File: config.mk
export PLATFORM = sky130hd
export DESIGN_NAME = evlink_port
export DESIGN_NICKNAME = d
export VERILOG_FILES = /design/src/rtl/evlink_pkg.sv /design/src/rtl/evlink_decode.sv /design/src/rtl/evlink_out_drive.sv /design/src/rtl/evlink_in_detect.sv /design/src/rtl/evlink_port.sv
export SDC_FILE = /design/constraint.sdc
export NUM_CORES = 1
export LEC_CHECK = 0
export BUFFER_PORTS_ARGS = -buffer_cell sky130_fd_sc_hd__buf_2
export CORE_MARGIN = 3
export CORE_UTILIZATION = 25
export DETAILED_ROUTE_END_ITERATION = 7
export SLEW_MARGIN = 30
export SYNTH_ARGS = -nofsm -noshare
export SYNTH_HDL_FRONTEND = slang
export SYNTH_HIERARCHICAL = 1
export SYNTH_SLANG_ARGS = --single-unit
export TNS_END_PERCENT = 1
File: constraint.sdc
create_clock -name clk -period 8.7 [get_ports clk]
set_input_delay 1.305 -clock clk [delete_from_list [all_inputs] [get_ports clk]]
set_output_delay 1.305 -clock clk [all_outputs]
set_load 0.03 [all_outputs]
File: src/rtl/evlink_pkg.sv
package evlink_pkg;
  localparam logic [1:0] OP_SET = 2'b00;
  localparam logic [1:0] OP_CLR = 2'b01;
  localparam logic [1:0] OP_TOG = 2'b10;
  localparam logic [1:0] OP_NOP = 2'b11;

  localparam logic [1:0] EDGE_RISE = 2'b00;
  localparam logic [1:0] EDGE_FALL = 2'b01;
  localparam logic [1:0] EDGE_BOTH = 2'b10;

  function automatic logic edge_hit(input logic [1:0] sel, input logic cur, input logic prev);
    case (sel)
      EDGE_RISE: edge_hit = cur & ~prev;
      EDGE_FALL: edge_hit = ~cur & prev;
      EDGE_BOTH: edge_hit = cur ^ prev;
      default:   edge_hit = 1'b0;
    endcase
  endfunction
endpackage

File: src/rtl/evlink_decode.sv
module evlink_decode #(
  parameter int W = 8,
  parameter int NL = 4,
  parameter int PSW = 2,
  parameter int BSW = $clog2(W),
  parameter int PORT_ID = 1
) (
  input  logic [W-1:0]      dir_i,
  input  logic [W-1:0]      mask_i,
  input  logic [NL*PSW-1:0] lnk_port_i,
  input  logic [NL*BSW-1:0] lnk_bit_i,
  output logic              grp_valid_o,
  output logic [W-1:0]      grp_in_o,
  output logic [W-1:0]      grp_out_o,
  output logic [NL-1:0]     out_en_o,
  output logic [NL-1:0]     in_en_o
);
  localparam int CW = $clog2(W + 1);
  localparam logic [PSW-1:0] MY_PORT = PSW'(PORT_ID);

  logic [CW-1:0] cnt;

  always_comb begin
    cnt = '0;
    for (int b = 0; b < W; b++) cnt = cnt + CW'(mask_i[b]);
  end

  assign grp_valid_o = (cnt >= CW'(2));
  assign grp_in_o    = grp_valid_o ? (mask_i & ~dir_i) : '0;
  assign grp_out_o   = grp_valid_o ? (mask_i & dir_i) : '0;

  for (genvar l = 0; l < NL; l++) begin : g_lnk
    logic [BSW-1:0] tgt;
    logic           sel;
    assign tgt = lnk_bit_i[l*BSW +: BSW];
    assign sel = (lnk_port_i[l*PSW +: PSW] == MY_PORT);
    assign out_en_o[l] = sel & dir_i[tgt] & ~grp_out_o[tgt];
    assign in_en_o[l]  = sel & ~dir_i[tgt];
  end
endmodule

File: src/rtl/evlink_out_drive.sv
module evlink_out_drive
  import evlink_pkg::*;
#(
  parameter int W = 8,
  parameter int NL = 4,
  parameter int BSW = $clog2(W)
) (
  input  logic              clk,
  input  logic              rst,
  input  logic              grp_valid_i,
  input  logic [W-1:0]      grp_out_i,
  input  logic [W-1:0]      preset_i,
  input  logic              grp_evt_i,
  input  logic [NL-1:0]     out_en_i,
  input  logic [NL*BSW-1:0] lnk_bit_i,
  input  logic [NL*2-1:0]   lnk_op_i,
  input  logic [NL-1:0]     lnk_evt_i,
  output logic [W-1:0]      port_o
);
  logic [W-1:0] nxt;

  always_comb begin
    nxt = port_o;
    if (grp_evt_i && grp_valid_i) nxt = (nxt & ~grp_out_i) | (preset_i & grp_out_i);
    for (int l = 0; l < NL; l++) begin
      if (lnk_evt_i[l] && out_en_i[l]) begin
        case (lnk_op_i[l*2 +: 2])
          OP_SET:  nxt[lnk_bit_i[l*BSW +: BSW]] = 1'b1;
          OP_CLR:  nxt[lnk_bit_i[l*BSW +: BSW]] = 1'b0;
          OP_TOG:  nxt[lnk_bit_i[l*BSW +: BSW]] = ~nxt[lnk_bit_i[l*BSW +: BSW]];
          default: ;
        endcase
      end
    end
  end

  always_ff @(posedge clk) begin
    if (rst) port_o <= '0;
    else     port_o <= nxt;
  end


  hold_idle_chk: assert property (@(posedge clk) disable iff (rst)
    (!(|lnk_evt_i) && !grp_evt_i) |=> $stable(port_o));

  grp_load_chk: assert property (@(posedge clk) disable iff (rst)
    (grp_evt_i && grp_valid_i) |=> (((port_o ^ $past(preset_i)) & $past(grp_out_i)) == '0));

  grp_guard_chk: assert property (@(posedge clk) disable iff (rst)
    !grp_evt_i |=> (((port_o ^ $past(port_o)) & $past(grp_out_i)) == '0));
endmodule

File: src/rtl/evlink_in_detect.sv
module evlink_in_detect
  import evlink_pkg::*;
#(
  parameter int W = 8,
  parameter int NL = 4,
  parameter int BSW = $clog2(W)
) (
  input  logic              clk,
  input  logic              rst,
  input  logic [W-1:0]      pin_i,
  input  logic [W-1:0]      grp_in_i,
  input  logic [1:0]        grp_edge_i,
  input  logic [NL-1:0]     in_en_i,
  input  logic [NL*BSW-1:0] lnk_bit_i,
  input  logic [NL*2-1:0]   lnk_op_i,
  output logic [NL-1:0]     lnk_evt_o,
  output logic              grp_evt_o
);
  logic [W-1:0] cur_q, prev_q;
  logic [W-1:0] grp_hit;

  always_ff @(posedge clk) begin
    if (rst) begin
      cur_q  <= '0;
      prev_q <= '0;
    end else begin
      cur_q  <= pin_i;
      prev_q <= cur_q;
    end
  end

  for (genvar b = 0; b < W; b++) begin : g_bit
    assign grp_hit[b] = grp_in_i[b] & edge_hit(grp_edge_i, cur_q[b], prev_q[b]);
  end

  always_ff @(posedge clk) begin
    if (rst) grp_evt_o <= 1'b0;
    else     grp_evt_o <= |grp_hit;
  end

  for (genvar l = 0; l < NL; l++) begin : g_lnk
    logic [BSW-1:0] tgt;
    assign tgt = lnk_bit_i[l*BSW +: BSW];
    always_ff @(posedge clk) begin
      if (rst) lnk_evt_o[l] <= 1'b0;
      else     lnk_evt_o[l] <= in_en_i[l] & edge_hit(lnk_op_i[l*2 +: 2], cur_q[tgt], prev_q[tgt]);
    end

    lnk_src_chk: assert property (@(posedge clk) disable iff (rst)
      lnk_evt_o[l] |-> $past(in_en_i[l]));
  end


  grp_src_chk: assert property (@(posedge clk) disable iff (rst)
    grp_evt_o |-> $past(|grp_in_i));
endmodule

File: src/rtl/evlink_port.sv
module evlink_port #(
  parameter int W = 8,
  parameter int NL = 4,
  parameter int PSW = 2,
  parameter int PORT_ID = 1,
  localparam int BSW = $clog2(W)
) (
  input  logic              clk,
  input  logic              rst,
  input  logic [W-1:0]      dir_i,
  input  logic [W-1:0]      grp_mask_i,
  input  logic [W-1:0]      grp_preset_i,
  input  logic [1:0]        grp_edge_i,
  input  logic [NL*PSW-1:0] lnk_port_i,
  input  logic [NL*BSW-1:0] lnk_bit_i,
  input  logic [NL*2-1:0]   lnk_op_i,
  input  logic [NL-1:0]     lnk_evt_i,
  input  logic              grp_evt_i,
  input  logic [W-1:0]      pin_i,
  output logic [W-1:0]      port_o,
  output logic [NL-1:0]     lnk_evt_o,
  output logic              grp_evt_o
);
  logic          grp_valid;
  logic [W-1:0]  grp_in, grp_out;
  logic [NL-1:0] out_en, in_en;

  evlink_decode #(.W(W), .NL(NL), .PSW(PSW), .BSW(BSW), .PORT_ID(PORT_ID)) u_dec (
    .dir_i(dir_i), .mask_i(grp_mask_i), .lnk_port_i(lnk_port_i), .lnk_bit_i(lnk_bit_i),
    .grp_valid_o(grp_valid), .grp_in_o(grp_in), .grp_out_o(grp_out),
    .out_en_o(out_en), .in_en_o(in_en));

  evlink_out_drive #(.W(W), .NL(NL), .BSW(BSW)) u_out (
    .clk(clk), .rst(rst), .grp_valid_i(grp_valid), .grp_out_i(grp_out),
    .preset_i(grp_preset_i), .grp_evt_i(grp_evt_i), .out_en_i(out_en),
    .lnk_bit_i(lnk_bit_i), .lnk_op_i(lnk_op_i), .lnk_evt_i(lnk_evt_i), .port_o(port_o));

  evlink_in_detect #(.W(W), .NL(NL), .BSW(BSW)) u_in (
    .clk(clk), .rst(rst), .pin_i(pin_i), .grp_in_i(grp_in), .grp_edge_i(grp_edge_i),
    .in_en_i(in_en), .lnk_bit_i(lnk_bit_i), .lnk_op_i(lnk_op_i),
    .lnk_evt_o(lnk_evt_o), .grp_evt_o(grp_evt_o));
endmodule

Yosys cells after proc, flatten, opt, wreduce, memory -nomap -nowiden
Cells that the tools add are included.
- add/sub/neg operators: 7
- multiplexer cells: 79
- $lt $le $gt $ge: 9
- equality and inequality tests: 14
- bitwise logic cells: 115
- reduce and logical (&&, ||, !) cells: 15
- operator list (kind ; number):
    $pmux W8 S3 ; 4
    $and A8 B8 Y8 ; 8
    $bmux W1 S3 ; 20
    $mux W8 ; 7
    $and A1 B1 Y1 ; 48
    $not A8 Y8 ; 6
    $or A8 B8 Y8 ; 5
    $not A1 Y1 ; 36
    $pmux W1 S3 ; 12
    $bwmux W8 ; 4
    $mux W1 ; 28
    $add A4 B1 Y4 ; 6
    $eq A2 B1 Y1 const B ; 9
    $lt A3 B4 Y1 const B ; 4
    $demux W1 S3 ; 4
    $ge A3 B1 Y1 const B ; 4
    $xor A1 B1 Y1 ; 12
    $eq A2 B2 Y1 const B ; 5
    $logic_not A2 Y1 ; 5
    $logic_and A1 B1 Y1 ; 9
    $reduce_or A8 Y1 ; 1
    $ge A4 B2 Y1 const B ; 1
    $add A1 B1 Y2 ; 1
- logic and storage cells: 247
- register bits after elaboration: 29
- output and inout bits: 13
- input port bits: 69

Logic depth before layout (Yosys ltp)
Gate-level depths: netlist of the first run.
- word-level depth: 37
- depth in mapped cells: 25
- gate-level depth less buffers: 23

By module
The synthesis of the first run kept the hierarchy.
- by module, submodules not included (module ; cells an instance ; sequential area each (µm²) ; area each (µm²) ; instances):
    evlink_out_drive ; 315 ; 160.2 ; 2157.1 ; 1
    evlink_in_detect ; 167 ; 420.4 ; 1724.2 ; 1
    evlink_decode ; 106 ; 0.0 ; 960.9 ; 1

Worst setup path before layout of the first run
OpenSTA, ideal clock, no wires.
- path type: input -> register
- start: input port grp_mask_i[0]
- end: register u_out.port_o[0]
- buffers on the path: 3
- setup time: 143 ps
- cell stages on the path: 25
- data required time: 8557 ps
- path slack: 1715 ps
- arrival: 6842 ps
- path through: inv_1 -> fa_1 -> fa_1 -> fa_1 -> inv_1 -> ha_1 -> inv_1 -> fa_1 -> a211o_1 -> o21ai_4 -> buf_2 -> buf_2 -> nor2_1 -> nand3_1 -> mux2_2 -> a222oi_1 -> nand3_2 -> a32oi_4 -> o21ai_2 -> a2111oi_2 -> and4_1 -> buf_6 -> nor3_1 -> o211ai_4 -> a32oi_1
- longest elaborated chain between the ends: 37
- RTL lines (element ; RTL line ; RTL):
    from (decl) ; evlink_port.sv:11 ; input logic [W-1:0] grp_mask_i,
    $add A1 B1 Y2 (*) ; evlink_decode.sv:25 ; for (int b = 0; b < W; b++) cnt = cnt + CW'(mask_i[b]);
    $add A4 B1 Y4 (*) (6 in series) ; evlink_decode.sv:25 ;
    $ge A4 B2 Y1 (*) ; evlink_decode.sv:28 ; assign grp_valid_o = (cnt >= CW'(2));
    $mux W8 (*) ; evlink_decode.sv:30 ; assign grp_out_o = grp_valid_o ? (mask_i & dir_i) : '0;
    via grp_out[2] ; evlink_port.sv:25 ; logic [W-1:0] grp_in, grp_out;
    $not A8 Y8 ; evlink_out_drive.sv:24 ; if (grp_evt_i && grp_valid_i) nxt = (nxt & ~grp_out_i) | (preset_i & grp_out_i);
    $and A8 B8 Y8 ; evlink_out_drive.sv:24 ;
    $or A8 B8 Y8 ; evlink_out_drive.sv:24 ;
    [... 17 more ...] ; - ;
    $pmux W8 S3 ; evlink_out_drive.sv:27 ; case (lnk_op_i[l*2 +: 2])
    $mux W8 ; evlink_out_drive.sv:26 ; if (lnk_evt_i[l] && out_en_i[l]) begin
    $bmux W1 S3 ; evlink_out_drive.sv:30 ; OP_TOG: nxt[lnk_bit_i[l*BSW +: BSW]] = ~nxt[lnk_bit_i[l*BSW +: BSW]];
    $mux W1 (not written as such) ; evlink_out_drive.sv:30 ;
    $not A1 Y1 ; evlink_out_drive.sv:30 ;
    $bwmux W8 ; evlink_out_drive.sv:30 ;
    $pmux W8 S3 ; evlink_out_drive.sv:27 ;
    $mux W8 (*) ; evlink_out_drive.sv:26 ;
    to (signal assigned) ; evlink_out_drive.sv:39 ; else port_o <= nxt;
    to (decl) ; evlink_out_drive.sv:18 ; output logic [W-1:0] port_o
Mark *: on every way through the listed nets, which the timed path passes. The rest lies on a longest branch. The select of a mux whose other input is x is not followed.
A chain may end at the register's enable or synchronous reset.

Worst setup path after layout of the first run
- start: input port grp_mask_i[0]
- end: register u_out.port_o[0]
- RTL lines (element ; RTL line ; RTL):
    $add A1 B1 Y2 (*) ; evlink_decode.sv:25 ;
    $add A4 B1 Y4 (*) (6 in series) ; evlink_decode.sv:25 ;
    $ge A4 B2 Y1 (*) ; evlink_decode.sv:28 ;
    via grp_valid ; evlink_port.sv:24 ; logic grp_valid;
    $mux W8 (*) ; evlink_decode.sv:30 ;
    $bmux W1 S3 (*) ; evlink_decode.sv:37 ; assign out_en_o[l] = sel & dir_i[tgt] & ~grp_out_o[tgt];
    $mux W1 (not written as such) (*) ; evlink_decode.sv:37 ;
    $not A1 Y1 (*) ; evlink_decode.sv:37 ;
    [... 1 more ...] ; - ;
    via out_en[0] ; evlink_port.sv:26 ; logic [NL-1:0] out_en, in_en;
    [... 12 more ...] ; - ;
    $pmux W8 S3 ; evlink_out_drive.sv:27 ;
    $mux W8 (*) ; evlink_out_drive.sv:26 ;
    $bmux W1 S3 ; evlink_out_drive.sv:30 ;
    $mux W1 (not written as such) ; evlink_out_drive.sv:30 ;
    $not A1 Y1 ; evlink_out_drive.sv:30 ;
    $bwmux W8 ; evlink_out_drive.sv:30 ;
    $pmux W8 S3 ; evlink_out_drive.sv:27 ;
    $mux W8 (*) ; evlink_out_drive.sv:26 ;
Marks and branches as above.

==> run metrics, run 1 <==
maximum fanout along the worst path 24; Seq cells post-synth 29; Compound-Gate Fraction of Synth Area 23.72%; hold buffer count at CTS 0; Initial DRC Count 555; post-cts repair resize count 0; post-synthesis mux area share 21.68%; initial antenna violation count 3; DRT Pass-1 Iters 8; final worst slack about 800 ps; CTS clock-pin slew for the worst setup and hold paths around 60 ps; Die X between 100 and 150 µm; Setup Fix Bufs, Post-CTS 0; pwr dens 109.6 nW/µm²; Peak VDD IR approximately 0.00008 V; clock latency on the worst-skew pair 280 ps; largest family of logic cells by synthesized area simple AND/OR/NAND/NOR gates; Num CTS Buffers 5; Synth Area in Adders under 10%; CP Capture Type flip-flop; reg-to-reg endpoint u_out/port_o[0]; syn nets 688; Die Ht roughly 150 µm; gpl congestion 0.9270; CP peak stage delay 600 ps; endpoints failing hold 0; Slowest-stage cell, CP a2111oi_2; Fillers 2102; Layout area overhead 15.12%; root buffer cell clkbuf_16; ANT nets after route 0; core area 18890 µm²; status complete, no violations; Slew @ Worst Pin ~660 ps; largest net degree at the start of global routing 31; Slew Viols, Final 0; XOR/XNOR Fraction of Synth Area less than 1%; fin crit period 7920 ps; TNS Setup 0 ps; final WL 18060 µm; vias in the first global route between 4000 and 5000; Synth Area per Inst 8.235 µm²; Max-Cap Viols 0; Total GRT Usage 16.65%; fraction of layout cells with a size suffix above 1 19.41%; Hold Path End u_in/prev_q[4]; worst hold path type flip-flop to flip-flop; Slew Limit Headroom between 50% and 60%; dpl cell area 5429 µm²; Syn Std Cell Area 4842 µm²; Syn. warnings 6; WL per Instance 19.84 µm; die area roughly 21000 µm²; Layout Nets 748; Final Setup Violations 0; crit start category input port; routed vias 5135; post-DP HPWL between 10000 and 15000 µm; TritonCTS clock tree yes; first-pass GRT wire length around 28000 µm; R2R cell count 10; Vias/cell between 5 and 6; Clock Tree Buf Depth 2; RSZ-0062 raised after global routing no; arrival time worst endpoint about 8100 ps; Num Clock Sinks 29; simple-gate portion of the synthesized area 25.76%; Hold Path Origin u_in/cur_q[4]; fin crit share between 90% and 100%; Setup Crit Path Kind input port to flip-flop; register area share after synthesis 11.99%; Netlist cell types 80; row count 50; leakage dissipation 2.296 nW; Gate Count Post-Synth 588; launching point of the worst reg2reg path u_out/port_o[1]; Fmax 126.3 MHz; Main synth FF type dfxtp_1; critical path required time 8830 ps; input/output buffers 81; clk_skew 6.790 ps; total congestion overflow 0; pre-CTS WS 582.6 ps; flop2flop setup slack 5240 ps; H-tree depth reported by CTS 2; post-route design area 5574 µm²; Post-synth EDFFs 0; crit-path cells buf_2 -> inv_1 -> fa_1 -> fa_1 -> fa_1 -> inv_1 -> ha_1 -> inv_1 -> fa_1 -> a211o_1 -> o21ai_4 -> inv_1 -> a2111oi_2 -> nand3_1 -> o22ai_1 -> o21ai_0 -> a32oi_4 -> o21ai_2 -> a2111oi_2 -> and4_1 -> nor3_1 -> o211ai_4 -> a32oi_1; Residual DRC 0; ys async rst share 0%; Initial Utilization between 20% and 30%; IO Pins 82; WHS Path Cells 2
[worst max-delay path: cells and delay by family]
| kind | cells | cell delay [ps] |
|---|---|---|
| AOI/OAI and AO/OA | 10 | 3190 |
| adders and majority gates | 5 | 1940 |
| buffers and inverters | 5 | 590 |
| and+or+nand+nor | 3 | 980 |
[worst max path at each step]
stage / start / to / slack [ps]
after floorplan: grp_mask_i[0] / u_out/port_o[0] / 1710
after global placement: grp_mask_i[0] / u_out/port_o[0] / 700
after detailed placement: grp_mask_i[0] / u_out/port_o[0] / 580
after CTS: grp_mask_i[0] / u_out/port_o[0] / 840
after global routing: grp_mask_i[0] / u_out/port_o[0] / 230
final: grp_mask_i[0] / u_out/port_o[0] / 780
[cell usage in the layout, fill, tap and decap left out, types with 9 or more instances in the layout]
| master | n |
|---|---|
| buf_2 | 81 |
| inv_1 | 54 |
| nand2_1 | 50 |
| nor2_1 | 49 |
| dfxtp_1 | 29 |
| ha_1 | 27 |
| a21oi_1 | 23 |
| mux2i_1 | 22 |
| mux4_1 | 22 |
| nand3_1 | 21 |
| nor2b_1 | 20 |
| nor3_1 | 18 |
| nor3b_1 | 18 |
| o21ai_0 | 16 |
| o211ai_1 | 15 |
| a31oi_1 | 12 |
| nand3b_1 | 11 |
| a22oi_1 | 10 |
| and3_1 | 9 |
[sequential cells by signal, summed over array words and instances (netlist names)]
name,count
u_in/prev_q,8
u_out/port_o,8
u_in/cur_q,8
u_in/grp_evt_o,1
u_in/lnk_evt_o,4
[through the flow]
stage	total power [W]	hold slack, ps	util (%)	std cells
final	0.0006110	552.9	29.50	910
after global routing	0.0006503	579.3	29.50	910
after floorplan	0.0003504	472.3	-	588
after global placement	0.0004349	537.7	28.74	901
after detailed placement	0.0004354	545.3	28.74	901
after CTS	0.0006111	554.5	29.49	909
[cell families (layout without fill, tap and decap cells)]
family / after synthesis / in the layout
buf+inv: 83 / 144
simple gates: 233 / 233
fa+ha+maj: 31 / 31
mux: 58 / 58
compound gates: 149 / 149
other cells: 0 / 1
xor+xnor: 5 / 5
flops: 29 / 29
[cell usage after synthesis (all sizes together) (5+ instances only)]
master | count | area [µm²]
a31oi | 14 | 100.1
a32oi | 7 | 80.08
clkbuf | 15 | 56.30
a211o | 5 | 43.79
inv | 54 | 202.7
o22ai | 5 | 31.28
ha | 27 | 337.8
nand3b | 11 | 82.58
a21oi | 23 | 115.1
o21ai | 20 | 115.1
nor2 | 50 | 195.2
a22oi | 10 | 75.07
nor3b | 19 | 147.6
mux2i | 22 | 220.2
nand4 | 8 | 50.05
mux2 | 6 | 71.31
nor2b | 20 | 125.1
and3 | 9 | 56.30
o211ai | 16 | 133.9
mux4 | 30 | 758.2
nand3 | 22 | 115.1
dfxtp | 29 | 580.6
nor3 | 18 | 90.09
a211oi | 7 | 52.55
buf | 14 | 95.08
nand2 | 50 | 187.7
[power by group]
part | internal (W) | switching (W) | leakage, nW
clock | 0.000105 | 0.0000669 | 0.0696
combinational | 0.000107 | 0.000182 | 1.99
sequential | 0.000141 | 0.0000104 | 0.238
[cell type report]
class / instances / area [µm²] / area share, %
clock buffer: 5 / 125.1 / 2.245
tap: 260 / 325.3 / 5.836
antenna: 1 / 2.502 / 0.04489
multi-input combinational: 476 / 3908 / 70.10
sequential: 29 / 580.6 / 10.42
timing repair buffer: 82 / 412.9 / 7.407
inverter: 54 / 202.7 / 3.636
clock inverter: 3 / 17.52 / 0.3143
[per-layer routing]
metal	vias up	wire length [µm]	track usage, %
met5	-	27	0
met4	4	521	4.463
met1	2456	7640	22.63
met3	42	1580	3.685
met2	263	8286	26.76
li1	2370	-	-
(Power assumes the default switching activity.)
==> run 2: changes to the inputs <==
--- a/config.mk
+++ b/config.mk
@@ -5,6 +5,7 @@
 export SDC_FILE = /design/constraint.sdc
 export NUM_CORES = 1
 export LEC_CHECK = 0
+export ABC_AREA = 1
 export BUFFER_PORTS_ARGS = -buffer_cell sky130_fd_sc_hd__buf_2
 export CORE_MARGIN = 3
 export CORE_UTILIZATION = 25
==> constraint.sdc (replaced) <==
create_clock -name clk -period 9.9 [get_ports clk]
set_input_delay 1.485 -clock clk [delete_from_list [all_inputs] [get_ports clk]]
set_output_delay 1.485 -clock clk [all_outputs]
set_load 0.03 [all_outputs]
==> run metrics, run 2 <==
Fillers 2303 (+9.6%); Peak VDD IR 0.00005800 V (-26%); critical path required time 10070 ps (+1240 ps); Post-synth EDFFs 0 (unchanged); final WL 18420 µm (+2.0%); Final Setup Violations 0 (unchanged); TritonCTS clock tree yes; die area 22270 µm² (+5.7%); RSZ-0062 raised after global routing no; Seq cells post-synth 29 (unchanged); clock latency on the worst-skew pair 290 ps (about the same); H-tree depth reported by CTS 2 (unchanged); Setup Crit Path Kind input port to flip-flop; Setup Fix Bufs, Post-CTS 0 (unchanged); total power 0.0006536 W (+7.0%); IO Pins 82 (unchanged); endpoints failing hold 0 (unchanged); register area share after synthesis 11.32% (-0.67 points); origin of the worst setup path grp_mask_i[0]; root buffer cell clkbuf_16; Layout area overhead 15.85%; crit start category input port; CP Capture Type flip-flop; Die Ht 149.2 µm (+2.8%); R2R cell count 23 (+13); final worst slack 3122 ps (+2342 ps); Fmax ~150 MHz; post-route design area 5943 µm² (+6.6%); Gate Count Post-Synth 963 (+64%); Slowest-stage cell, CP fa_1; reg-to-reg endpoint u_out/port_o[3]; Main synth FF type dfxtp_1; post-DP HPWL 15000 µm (+6.6%); maximum fanout along the worst path 38 (+58%); vias in the first global route 5888 (+20%); leakage dissipation 3.124 nW (+36%); ys async rst share 0% (unchanged); input/output buffers 81 (unchanged); dominant cells by area after synthesis nand2_1 18%, inv_1 13%, nand3_1 12%; clk_skew 6.013 ps (-0.7773 ps); CP peak stage delay 550 ps (-50 ps); TNS Setup 0 ps (unchanged); Residual DRC 0 (unchanged); biggest regs u_in/cur_q: 8 flops, u_in/prev_q: 8 flops, u_out/port_o: 8 flops; flop2flop setup slack 7220 ps (+1980 ps); simple-gate portion of the synthesized area 49.32% (+24 points); post-synthesis mux area share 0% (-22 points); Compound-Gate Fraction of Synth Area 14.73% (-9.0 points); Synth Area per Inst 5.327 µm² (-35%); most numerous cell in the Yosys netlist nand2_1; ANT nets after route 0 (unchanged); Hold Path End u_in/prev_q[7]; routed vias 6261 (+22%); initial antenna violation count 3 (unchanged); Synth top cells by count 245 x nand2_1, 179 x inv_1, 125 x nand3_1; cell with the most instances on the worst path nand2_1; Placed Cells incl. Taps 1295 (+44%); worst hold path type flip-flop to flip-flop; fin crit share around 68%; Layout Nets 1137 (+52%); Vias/cell 4.805 (-15%); commonest cells after routing, fill and taps aside 245 x nand2_1, 179 x inv_1, 125 x nand3_1; launching point of the worst reg2reg path u_out/port_o[3]; post-cts repair resize count 0 (unchanged); largest family of logic cells by synthesized area simple AND/OR/NAND/NOR gates; Initial DRC Count 642 (+16%); first-pass GRT wire length 29200 µm (+3.1%); row count 51 (+2.0%); commonest non-fill, non-tap cell in the layout nand2_1; Syn. warnings 6 (unchanged); Hold Path Origin u_in/cur_q[7]; CTS clock-pin slew for the worst setup and hold paths 60 ps (about the same); status complete, no violations; Diodes inserted 0 (-1); final cell count without fillers 1303 (+43%); Max-Cap Viols 0 (unchanged); arrival time worst endpoint 6950 ps (-1100 ps); WL per Instance 14.14 µm (-29%); pwr dens 110.0 nW/µm² (+0.34%); WHS Path Cells 2 (unchanged); fin crit period between 6000 and 7000 ps; XOR/XNOR Fraction of Synth Area 0% (-0.90 points); dpl cell area 5772 µm² (+6.3%); Slew Viols, Final 0 (unchanged); DRT Pass-1 Iters 5 (-3); Syn Std Cell Area 5130 µm² (+5.9%); Clock Tree Buf Depth 2 (unchanged); Die X 149.2 µm (+2.8%); Yosys top cell area share 17.93% (+5.9 points); fraction of layout cells with a size suffix above 1 14.55% (-4.9 points); Num Clock Sinks 29 (unchanged); Netlist cell types 40 (-50%); largest net degree at the start of global routing 39 (+26%); core area 19780 µm² (+4.7%); Synth Area in Adders 8.146% (-0.48 points); total congestion overflow 0 (unchanged); syn nets 1063 (+55%); Slew @ Worst Pin 506.3 ps (-158.1 ps); hold buffer count at CTS 0 (unchanged); pre-CTS WS 2812 ps (+2229 ps); Slew Limit Headroom 66.12% (+11 points); Total GRT Usage 16.27% (-0.38 points); gpl congestion 0.9426 (+1.7%); top cell type by total area after synthesis nand2_1; Initial Utilization 25.93% (+0.30 points); Num CTS Buffers 5 (unchanged)
run 2: cell types whose count changed after synthesis, sizes merged, moves of 18 or more:
cell and change:
o21ai +54, nor3 +18, mux2i -22, nor2b -20
inv +140, nand2 +209, nor2 +46, nand3 +111
mux4 -30, a21oi +31
run 2: power by group:
part / total (W) / internal [W] / leakage [nW] / switching (W)
sequential: 0.000134 / 0.000125 / 0.238 / 0.00000870
combinational: 0.000337 / 0.000104 / 2.81 / 0.000234
clock: 0.000182 / 0.000119 / 0.0800 / 0.0000634
total: 0.000654 / 0.000348 / 3.12 / 0.000306
run 2: cell type report:
class	instances	area [µm²]	share of cell area [%]
clock buffer	5	125.1	2.105
tap	265	331.6	5.579
clock inverter	3	46.29	0.7789
inverter	196	743.2	12.51
sequential	29	580.6	9.768
multi-input combinational	723	3704	62.32
timing repair buffer	82	412.9	6.947
run 2: logic make-up after synthesis:
logic type               count (synthesis)
buffers and inverters                  211
flip-flops                              29
AND/OR/NAND/NOR                        553
adder cells (fa/ha/maj)                 31
AO/OA/AOI/OAI                          139
run 2: worst max-delay path, delay by kind of cell:
kind / cells / cell delay (ps)
and+or+nand+nor: 23 / 2320
adders and majority gates: 5 / 2040
AOI/OAI and AO/OA: 2 / 210
buffers and inverters: 7 / 870
run 2: metal layers:
| layer | GRT usage [%] | up-vias | share of wire (%) |
|---|---|---|---|
| met1 | 20.58 | 2761 | 44 |
| met2 | 27.74 | 235 | 45 |
| met3 | 3.221 | 35 | 7.7 |
| li1 | - | 3224 | - |
| met4 | 5.309 | 6 | 2.6 |
| met5 | 0 | - | 0.15 |
run 2: how the worst max path moves through the flow:
stage / end
after global routing: u_out/port_o[3]
after detailed placement: u_out/port_o[6]
after global placement: u_out/port_o[2]
final: u_out/port_o[3]
after CTS: u_out/port_o[6]
after floorplan: u_out/port_o[2]
run 2: through the flow:
step	hold slack [ps]	utilization, %
6_report	546.1	30.04
4_1_cts	544.2	30.04
3_5_place_dp	536.8	29.18
2_1_floorplan	471.2	-
5_1_grt	599.6	30.04
3_3_place_gp	534.3	29.18
==> run 3: changes to the inputs <==
==> constraint.sdc (replaced) <==
create_clock -name clk -period 6.3 [get_ports clk]
set_input_delay 0.945 -clock clk [delete_from_list [all_inputs] [get_ports clk]]
set_output_delay 0.945 -clock clk [all_outputs]
set_load 0.03 [all_outputs]
==> run metrics, run 3 (synthesis gave the netlist of run 2 again) <==
Layout Nets 1152 (+1.3%); cell internal pwr 0.0005909 W (+70%); Final Setup Violations 0 (unchanged); Slowest-stage cell, CP fa_1; CTS clock-pin slew for the worst setup and hold paths 60 ps (about the same); total power 0.001093 W (+67%); pwr dens 178.5 nW/µm² (+62%); Initial DRC Count 620 (-3.4%); final WL 19160 µm (+4.0%); pre-CTS WS -98.11 ps (-2910 ps); Initial Utilization 25.93% (unchanged); total congestion overflow 0 (unchanged); ANT nets after route 0 (unchanged); post-DP HPWL 15220 µm (+1.5%); WL per Instance 14.52 µm (+2.7%); Sw Ratio 45.94% (-0.82 points); WHS 543.0 ps (-3.093 ps); P_sw 0.0005022 W (+64%); CP Capture Type flip-flop; commonest non-fill, non-tap cell in the layout nand2_1; DRT Pass-1 Iters 5 (unchanged); CP peak stage delay 550 ps (about the same); area taken by multi-input logic gates 3769 µm² (+1.8%); FF+latch area 580.6 µm² (unchanged); IO Pins 82 (unchanged); TritonCTS clock tree yes; status complete, no violations; Flop pwr share 19.1% (-1.4 points); met1 Usage GRT 21.12% (+0.54 points); RSZ-0062 raised after global routing yes; TNS Setup 0 ps (unchanged); fin crit share 94.02%; Slew @ Worst Pin 562.7 ps (+56.39 ps); input/output buffers 81 (unchanged); worst hold path type flip-flop to flip-flop; Total GRT Usage 16.37% (+0.098 points); fraction of layout cells with a size suffix above 1 17.09% (+2.5 points); Fillers 2298 (-0.22%); Layout area overhead 19.37%; fin crit period 5923 ps; vias in the first global route 5837 (-0.87%); arrival time worst endpoint 6150 ps (-800 ps); met2 usage 27.40% (-0.34 points); GR peak layer met2; root buffer cell clkbuf_16; largest net degree at the start of global routing 23 (-41%); row count 51 (unchanged); biggest regs u_in/cur_q: 8 flops, u_in/prev_q: 8 flops, u_out/port_o: 8 flops; Slew Limit Headroom 62.20% (-3.9 points); Fmax 168.8 MHz; core area 19780 µm² (unchanged); initial antenna violation count 1 (-2); die area 22270 µm² (unchanged); Num CTS Buffers 5 (unchanged); H-tree depth reported by CTS 2 (unchanged); Residual DRC 0 (unchanged); crit start category input port; routed vias 6337 (+1.2%); Die Ht 149.2 µm (unchanged); endpoints failing hold 0 (unchanged); Clock Tree Buf Depth 2 (unchanged); clock latency on the worst-skew pair 290 ps (about the same); leakage dissipation 3.211 nW (+2.8%); Slew Viols, Final 0 (unchanged); maximum fanout along the worst path 8 (-79%); Num Clock Sinks 29 (unchanged); clk_skew 3.538 ps (-2.474 ps); clock network power share 27.1% (-0.8 points); met3 layer usage reported by global route 2.583% (-0.64 points); Max-Cap Viols 0 (unchanged); critical path required time 6520 ps (-3550 ps); Peak VDD IR 0.00008112 V (+40%); Comb power frac 53.8% (+2.2 points); hold buffer count at CTS 0 (unchanged); final worst slack 376.9 ps (-2745 ps); first-pass GRT wire length 29190 µm (about the same); Vias/cell 4.804 (about the same); Setup Crit Path Kind input port to flip-flop; Die X 149.2 µm (unchanged); gpl congestion 0.9458 (+0.34%); Core Util, Final 30.96% (+0.91 points); commonest cells after routing, fill and taps aside 242 x nand2_1, 179 x inv_1, 122 x nand3_1
==> run 3: changes by cell type in the layout (fill, tap and decap cells not counted), sizes merged <==
cell    change
inv         +1
clkbuf      +1
clkinv      -2
diode       +1
buf        +14
nand2       +1
==> run 3: routing by layer <==
layer,vias up,wire (µm)
li1,3255,-
met1,2805,8702
met2,243,8645
met3,32,1246
met4,2,548
met5,-,13
==> run 3: power by group through the flow <==
| stage | sequential, W | combinational, W | clock [W] |
|---|---|---|---|
| floorplan | 0.000224 | 0.000376 | 0 |
| global placement | 0.000213 | 0.000538 | 0 |
| detailed placement | 0.000213 | 0.000544 | 0 |
| CTS | 0.000209 | 0.000545 | 0.000303 |
| global route | 0.000210 | 0.000655 | 0.000308 |
| finish | 0.000209 | 0.000588 | 0.000296 |
==> run 3: worst max-delay path, delay by kind of cell <==
family	cells	cell delay (ps)
and+or+nand+nor	24	2490
buffers and inverters	7	550
adders and majority gates	5	2010
AOI/OAI and AO/OA	1	170
==> run 3: path summary, 6_finish.rpt <==
kind                   startpoint  slack, ps         endpoint  cells after the start
setup reg to reg  u_out/port_o[3]       3630  u_out/port_o[2]                     23
hold reg to reg     u_in/cur_q[4]        540   u_in/prev_q[4]                      2
setup / recovery    grp_mask_i[0]        380  u_out/port_o[4]                     37
hold / removal      u_in/cur_q[4]        540   u_in/prev_q[4]                      2
==> run 3: layout make-up <==
class | count | area share, %
clock buffers | 6 | 2.268
well taps | 265 | 5.415
repair buffers | 96 | 8.459
multi-input cells | 724 | 61.54
clock inverters | 2 | 0.6130
inverters | 196 | 12.18
diodes | 1 | 0.04087
flip-flops and latches | 29 | 9.481
==> run 3: through the flow <==
| step | std cells | cell area, µm² |
|---|---|---|
| floorplan | 963 | 5130 |
| global placement | 1305 | 5847 |
| detailed placement | 1305 | 5847 |
| CTS | 1313 | 6023 |
| global route | 1318 | 6121 |
| finish | 1319 | 6123 |
==> run 3: timing repair <==
item | 4_1_cts | 5_1_grt
hold endpoints to repair | 0 | 0
setup endpoints to repair | 0 | 8
gates resized for setup | 0 | 20
setup buffers | 0 | 4
